==> config.mk <==
export PLATFORM = sky130hd
export DESIGN_NAME = pcm_sample_fifo
export DESIGN_NICKNAME = d
export VERILOG_FILES = /design/src/rtl/pcm_fifo_pkg.sv /design/src/rtl/pcm_grant.sv /design/src/rtl/pcm_ring.sv /design/src/rtl/pcm_irq.sv /design/src/rtl/pcm_sample_fifo.sv
export SDC_FILE = /design/constraint.sdc
export NUM_CORES = 1
export LEC_CHECK = 0
export BUFFER_PORTS_ARGS = -buffer_cell sky130_fd_sc_hd__buf_2
export CAP_MARGIN = 5
export CORE_ASPECT_RATIO = 2
export CORE_MARGIN = 5
export CORE_UTILIZATION = 55
export CTS_CLUSTER_SIZE = 28
export DETAILED_ROUTE_END_ITERATION = 16
export PLACE_DENSITY_LB_ADDON = 0.1
export SLEW_MARGIN = 20
export SYNTH_ARGS = -nofsm -noshare
export SYNTH_HDL_FRONTEND = slang
export SYNTH_SLANG_ARGS = --single-unit
==> constraint.sdc <==
create_clock -name clk -period 5.39 [get_ports clk]
set_clock_uncertainty 0.2 [all_clocks]
set_input_delay 0.8085 -clock clk [delete_from_list [all_inputs] [get_ports clk]]
set_output_delay 0.8085 -clock clk [all_outputs]
set_load 0.02 [all_outputs]
==> src/rtl/pcm_fifo_pkg.sv <==
package pcm_fifo_pkg;

    localparam int PCM_DEPTH = 16;
    localparam int PCM_DW    = 8;
    localparam int PCM_BUS_W = 16;

    // Which of the four possible queue operations are granted this cycle
    typedef struct packed {
        logic tick_push;
        logic tick_pop;
        logic cpu_push;
        logic cpu_pop;
    } pcm_grant_t;

endpackage

==> src/rtl/pcm_grant.sv <==
module pcm_grant
    import pcm_fifo_pkg::*;
#(
    parameter int DEPTH = PCM_DEPTH,
    localparam int AW = $clog2(DEPTH),
    localparam int CW = AW + 1
) (
    input  logic [CW-1:0] cnt,
    input  logic          snd_en,
    input  logic          snd_dir,
    input  logic          tick,
    input  logic          cpu_wr,
    input  logic          cpu_rd,
    output pcm_grant_t    grant
);

    logic live_tick;

    always_comb begin
        live_tick        = snd_en & tick;
        grant.tick_push  = live_tick & ~snd_dir & (cnt < CW'(DEPTH));
        grant.cpu_pop    = cpu_rd & (cnt != '0);
        grant.tick_pop   = live_tick & snd_dir & (cnt > CW'(grant.cpu_pop));
        grant.cpu_push   = cpu_wr & ((cnt + CW'(grant.tick_push)) < CW'(DEPTH));
    end

endmodule

==> src/rtl/pcm_ring.sv <==
module pcm_ring
    import pcm_fifo_pkg::*;
#(
    parameter int DEPTH = PCM_DEPTH,
    parameter int DW    = PCM_DW,
    localparam int AW = $clog2(DEPTH),
    localparam int CW = AW + 1
) (
    input  logic          clk,
    input  logic          rst_n,
    input  pcm_grant_t    grant,
    input  logic [DW-1:0] tick_wdata,
    input  logic [DW-1:0] cpu_wdata,
    output logic [CW-1:0] cnt,
    output logic          full,
    output logic [DW-1:0] head_data,
    output logic [DW-1:0] tick_rdata
);

    typedef struct packed {
        logic [DEPTH-1:0][DW-1:0] mem;
        logic [AW-1:0]            wp;
        logic [AW-1:0]            rp;
        logic [CW-1:0]            cnt;
        logic                     full;
    } ring_t;

    ring_t         s_d, s_q;
    logic [AW-1:0] cpu_wp;
    logic [AW-1:0] tick_rp;

    always_comb begin
        s_d     = s_q;
        cpu_wp  = s_q.wp + AW'(grant.tick_push);
        tick_rp = s_q.rp + AW'(grant.cpu_pop);
        if (grant.tick_push) s_d.mem[s_q.wp] = tick_wdata;
        if (grant.cpu_push)  s_d.mem[cpu_wp] = cpu_wdata;
        s_d.wp   = cpu_wp + AW'(grant.cpu_push);
        s_d.rp   = tick_rp + AW'(grant.tick_pop);
        s_d.cnt  = s_q.cnt + CW'(grant.tick_push) + CW'(grant.cpu_push)
                 - CW'(grant.cpu_pop) - CW'(grant.tick_pop);
        s_d.full = (s_d.cnt == CW'(DEPTH));
    end

    always_ff @(posedge clk) begin
        if (!rst_n) s_q <= '0;
        else        s_q <= s_d;
    end

    assign cnt        = s_q.cnt;
    assign full       = s_q.full;
    assign head_data  = (s_q.cnt != '0) ? s_q.mem[s_q.rp] : '0;
    assign tick_rdata = s_q.mem[tick_rp];

    // occupancy bounded by the depth
    assert_no_overflow_R10: assert property (@(posedge clk) disable iff (!rst_n)
        s_q.cnt <= CW'(DEPTH));

    // an update that reaches the depth raises the flag next cycle
    assert_full_rise_R7: assert property (@(posedge clk) disable iff (!rst_n)
        (s_q.cnt == CW'(DEPTH - 1) && (grant.tick_push || grant.cpu_push)
         && !grant.cpu_pop && !grant.tick_pop) |=> full);

    // pops never granted on an empty queue
    assert_no_underflow_R6: assert property (@(posedge clk) disable iff (!rst_n)
        (s_q.cnt == '0) |-> !(grant.cpu_pop || grant.tick_pop));

endmodule

==> src/rtl/pcm_irq.sv <==
module pcm_irq (
    input  logic clk,
    input  logic rst_n,
    input  logic live_tick,
    input  logic ack,
    output logic irq
);

    logic irq_d, irq_q;

    always_comb begin
        irq_d = irq_q;
        if (ack)       irq_d = 1'b0;
        if (live_tick) irq_d = 1'b1;
    end

    always_ff @(posedge clk) begin
        if (!rst_n) irq_q <= 1'b0;
        else        irq_q <= irq_d;
    end

    assign irq = irq_q;

    // an enabled tick always leaves the request raised
    assert_tick_sets_irq_R8: assert property (@(posedge clk) disable iff (!rst_n)
        live_tick |=> irq);

    // acknowledge without a tick drops the request
    assert_ack_clears_R8: assert property (@(posedge clk) disable iff (!rst_n)
        (ack && !live_tick) |=> !irq);

    // without an enabled tick the request cannot appear
    assert_no_spurious_irq_R4: assert property (@(posedge clk) disable iff (!rst_n)
        (!irq && !live_tick) |=> !irq);

endmodule

==> src/rtl/pcm_sample_fifo.sv <==
module pcm_sample_fifo
    import pcm_fifo_pkg::*;
#(
    parameter int DEPTH = PCM_DEPTH,
    parameter int DW    = PCM_DW,
    parameter int BUS_W = PCM_BUS_W,
    localparam int AW = $clog2(DEPTH),
    localparam int CW = AW + 1
) (
    input  logic             clk,
    input  logic             rst_n,
    input  logic             snd_en,
    input  logic             snd_dir,
    input  logic             tick,
    input  logic             cpu_wr,
    input  logic [BUS_W-1:0] cpu_wdata,
    input  logic             cpu_rd,
    output logic [DW-1:0]    cpu_rdata,
    input  logic [DW-1:0]    pcm_in,
    output logic [DW-1:0]    pcm_out,
    output logic             pcm_out_vld,
    output logic             full,
    input  logic             irq_ack,
    output logic             irq
);

    typedef struct packed {
        logic [DW-1:0] data;
        logic          vld;
    } out_t;

    pcm_grant_t    grant;
    logic [CW-1:0] cnt;
    logic [DW-1:0] tick_rdata;
    out_t          o_d, o_q;

    pcm_grant #(.DEPTH(DEPTH)) u_grant (
        .cnt     (cnt),
        .snd_en  (snd_en),
        .snd_dir (snd_dir),
        .tick    (tick),
        .cpu_wr  (cpu_wr),
        .cpu_rd  (cpu_rd),
        .grant   (grant)
    );

    pcm_ring #(.DEPTH(DEPTH), .DW(DW)) u_ring (
        .clk        (clk),
        .rst_n      (rst_n),
        .grant      (grant),
        .tick_wdata (pcm_in),
        .cpu_wdata  (cpu_wdata[DW-1:0]),
        .cnt        (cnt),
        .full       (full),
        .head_data  (cpu_rdata),
        .tick_rdata (tick_rdata)
    );

    pcm_irq u_irq (
        .clk       (clk),
        .rst_n     (rst_n),
        .live_tick (snd_en & tick),
        .ack       (irq_ack),
        .irq       (irq)
    );

    always_comb begin
        o_d     = o_q;
        o_d.vld = grant.tick_pop;
        if (grant.tick_pop) o_d.data = tick_rdata;
    end

    always_ff @(posedge clk) begin
        if (!rst_n) o_q <= '0;
        else        o_q <= o_d;
    end

    assign pcm_out     = o_q.data;
    assign pcm_out_vld = o_q.vld;

    // a strobe only follows an enabled playback tick
    assert_strobe_source_R3: assert property (@(posedge clk) disable iff (!rst_n)
        pcm_out_vld |-> $past(snd_en && snd_dir && tick));

    // without a strobe the codec byte holds
    assert_out_hold_R3: assert property (@(posedge clk) disable iff (!rst_n)
        !pcm_out_vld |-> $stable(pcm_out));

    // a write into a full queue with no pop leaves it full
    assert_drop_on_full_R5: assert property (@(posedge clk) disable iff (!rst_n)
        (cnt == CW'(DEPTH) && cpu_wr && !cpu_rd && !(snd_en && tick && snd_dir))
        |=> (cnt == CW'(DEPTH)));

    // a read of an empty queue with no push leaves it empty
    assert_empty_read_R6: assert property (@(posedge clk) disable iff (!rst_n)
        (cnt == '0 && cpu_rd && !cpu_wr && !(snd_en && tick && !snd_dir))
        |=> (cnt == '0));

endmodule

==> results by group <==
Status
  – Status: finished clean

Clocking
  – Max Root-Sink Buffers: 2
  – Post-cts hold buffer count: 0
  – CTS Root Cell: clkbuf_16
  – Clock-pin slew on the worst setup and hold paths: 0.06 ns
  – H-tree levels: 4
  – TritonCTS clock tree: yes
  – Clock latency on the worst-skew pair: 0.43 ns
  – CTS buffer count: 17
  – CTS Sinks: 152
  – CTS resizes: 0
  – Setup Fix Bufs, Post-CTS: 0

Logic synthesis
  – Synth Area in Adders: 0.0216
  – Multiplexer share of the synthesized area: 0.407
  – Seq/Total Area, Yosys: 0.305
  – EDFF count, synth: 0
  – Gate Count Post-Synth: 922
  – FF+latch count, synth: 152
  – Synth Area in Simple Gates: 0.133
  – Asr flop ratio synth: 0
  – Synth Cell Area: 0.00997 mm^2
  – Mapped Nets: 970
  – Synthesized area per cell: 10.8 um^2
  – Netlist cell types: 63
  – Combinational family with the most area after synthesis: multiplexers
  – Ys Warns: 0
  – Post-synthesis xor/xnor area fraction: 0.0193
  – Top FF cell, synth: dfxtp_1
  – Post-synthesis compound-gate area fraction: 0.0720

Placed design
  – Post-DP HPWL: 20700 um
  – Dpl cell area: 0.0102 mm^2
  – Number of port buffers: 42
  – Final GP Congestion: 0.885
  – Setup WS pre-CTS: 1.17 ns

Layout
  – Fillers: 1488
  – Antenna Cells: 0
  – Multi-input gate area: 0.00651 mm^2
  – Register area: 0.00304 mm^2
  – Final Util: 0.606
  – Final Cell Area: 0.0108 mm^2
  – Layout cell share with drive strength beyond 1: 0.294
  – Area Growth Syn to Fin: 8.13%
  – Final nets: 965
  – Most frequent cells in the layout: dfxtp_1, mux2i_1, nand2_1, mux2_2, mux4_2
  – Most common cell after layout, fill and taps aside: dfxtp_1

STA
  – Final setup fails: 0
  – Max Clock Freq: 241 MHz
  – Fin Hold WS: 0.277 ns
  – Final Slew Violations: 0
  – Final Hold Viols: 0
  – Tmin final: 4.14 ns
  – Final worst-path cycle share: 0.768
  – Slew margin rel.: 0.251
  – Worst Max-Slew Pin Slew: 1.12 ns
  – Final WS setup: 1.25 ns
  – Setup TNS Final: 0 ns
  – Unrepaired setup endpoints after global routing: false

Route
  – First-pass iteration count of the detailed router: 5
  – Post-route ant nets: 0
  – Vias: 7716
  – DRC: 0
  – Starting DRT DRC Count: 620
  – Wire per inst: 26.7 um
  – DRT Wirelength: 30500 um
  – Via-per-instance ratio: 6.76

Pwr
  – Peak VDD IR: 274 uV
  – Pwr dens: 342 mW/mm^2
  – Sw Share: 0.354
  – Seq pwr share: 0.355
  – Logic pwr share: 0.307
  – Leakage: 4.20 nW
  – Internal: 0.00239 W
  – Clock Power Share: 0.338
  – Net Sw Power: 0.00131 W

GRT
  – Total GRT Usage: 0.289
  – Largest net degree at the start of global routing: 77
  – Congestion Overflow GR: 0
  – First-pass GRT wire length: 46900 um
  – Vias in the first global route: 7925
  – Initial antenna violation count: 0

Floorplanning
  – CORE AREA: 0.0178 mm^2
  – Die width: 105 um
  – Number of cell rows: 69
  – Top Ports: 51
  – Starting Density: 0.561
  – Die area: 0.0211 mm^2
  – Die Ht: 200 um

Setup path
  – Crit path launch type: flip-flop
  – Data required, critical path: 4.38 ns
  – Arrival time worst endpoint: 3.13 ns
  – Kind of critical path: reg -> out
  – Crit. End Element: primary output
  – Crit-path max FO: 18

Min path
  – Hold crit path type: reg -> reg

Flow run
  – Max-cap viol count: 0
==> layer usage <==
| layer | global-route usage | part of all wire | up-vias |
|---|---|---|---|
| li1 | - | - | 3423 |
| met1 | 0.349 | 0.37 | 3814 |
| met2 | 0.476 | 0.49 | 365 |
| met3 | 0.0460 | 0.069 | 114 |
| met4 | 0.171 | 0.067 | 0 |
| met5 | 0 | 0 | - |
==> worst paths after layout <==
kind                                    start            to  slack (ns)  depth (start not counted)
worst max-delay path            u_ring.s_q[6]  cpu_rdata[5]        1.25                          5
worst min-delay path                u_irq.irq     u_irq.irq        0.28                          2
worst max register to register  u_ring.cnt[1]    pcm_out[5]        1.26                         10
worst min register to register      u_irq.irq     u_irq.irq        0.28                          2
==> power groups by stage <==
stage | Combinational, W | Sequential [W] | Clock [W]
after floorplan | 0.000905 | 0.00126 | 0
after global placement | 0.00108 | 0.00133 | 0
after detailed placement | 0.00112 | 0.00134 | 0
after CTS | 0.00113 | 0.00131 | 0.00126
after global routing | 0.00121 | 0.00132 | 0.00131
final | 0.00113 | 0.00131 | 0.00125
==> final cells by class <==
type | count | area share
flip-flops and latches | 152 | 0.282
inverters | 9 | 0.00313
well taps | 213 | 0.0247
repair buffers | 55 | 0.0299
clock inverters | 12 | 0.0139
clock buffers | 19 | 0.0420
multi-input cells | 682 | 0.604
==> through the flow <==
stage	power (W)	cells
final	0.00369	1142
after global routing	0.00384	1142
after CTS	0.00370	1142
after detailed placement	0.00246	1111
after global placement	0.00241	1111
after floorplan	0.00216	922
==> synth_stat cells (12+ instances only) <==
cell type | instances | share of area
clkbuf_1 | 43 | 0.016
nand2_1 | 135 | 0.051
mux4_2 | 56 | 0.13
mux2_2 | 94 | 0.11
mux2i_1 | 136 | 0.14
ha_1 | 14 | 0.018
buf_2 | 17 | 0.0085
o211ai_1 | 16 | 0.012
and2_1 | 14 | 0.0088
o2bb2ai_1 | 15 | 0.013
dfxtp_1 | 152 | 0.31
o21ai_1 | 16 | 0.0080
mux2_1 | 34 | 0.038
nor2b_1 | 12 | 0.0075
==> flip-flops by register name, indices dropped and copies added (netlist names) <==
register / flops
u_ring.s_q: 136
pcm_out: 8
u_ring.full: 1
u_ring.cnt: 5
pcm_out_vld: 1
u_irq.irq: 1
==> worst max-delay path: stages, from the launching register on <==
cell and delay (ns):
dfxtp_2 0.77, buf_4 0.48, mux4_2 0.60, mux4_2 0.48
nor2b_1 0.15, buf_2 0.21
==> logic make-up (layout without fill, tap and decap cells) <==
logic type | after synthesis | count (layout)
buffers and inverters | 88 | 95
muxes | 320 | 320
DFF | 152 | 152
xor gates and xnor gates | 16 | 16
and+or+nand+nor | 234 | 234
adders and majority gates | 16 | 16
AOI/OAI and AO/OA | 96 | 96
(Power assumes the default switching activity.)
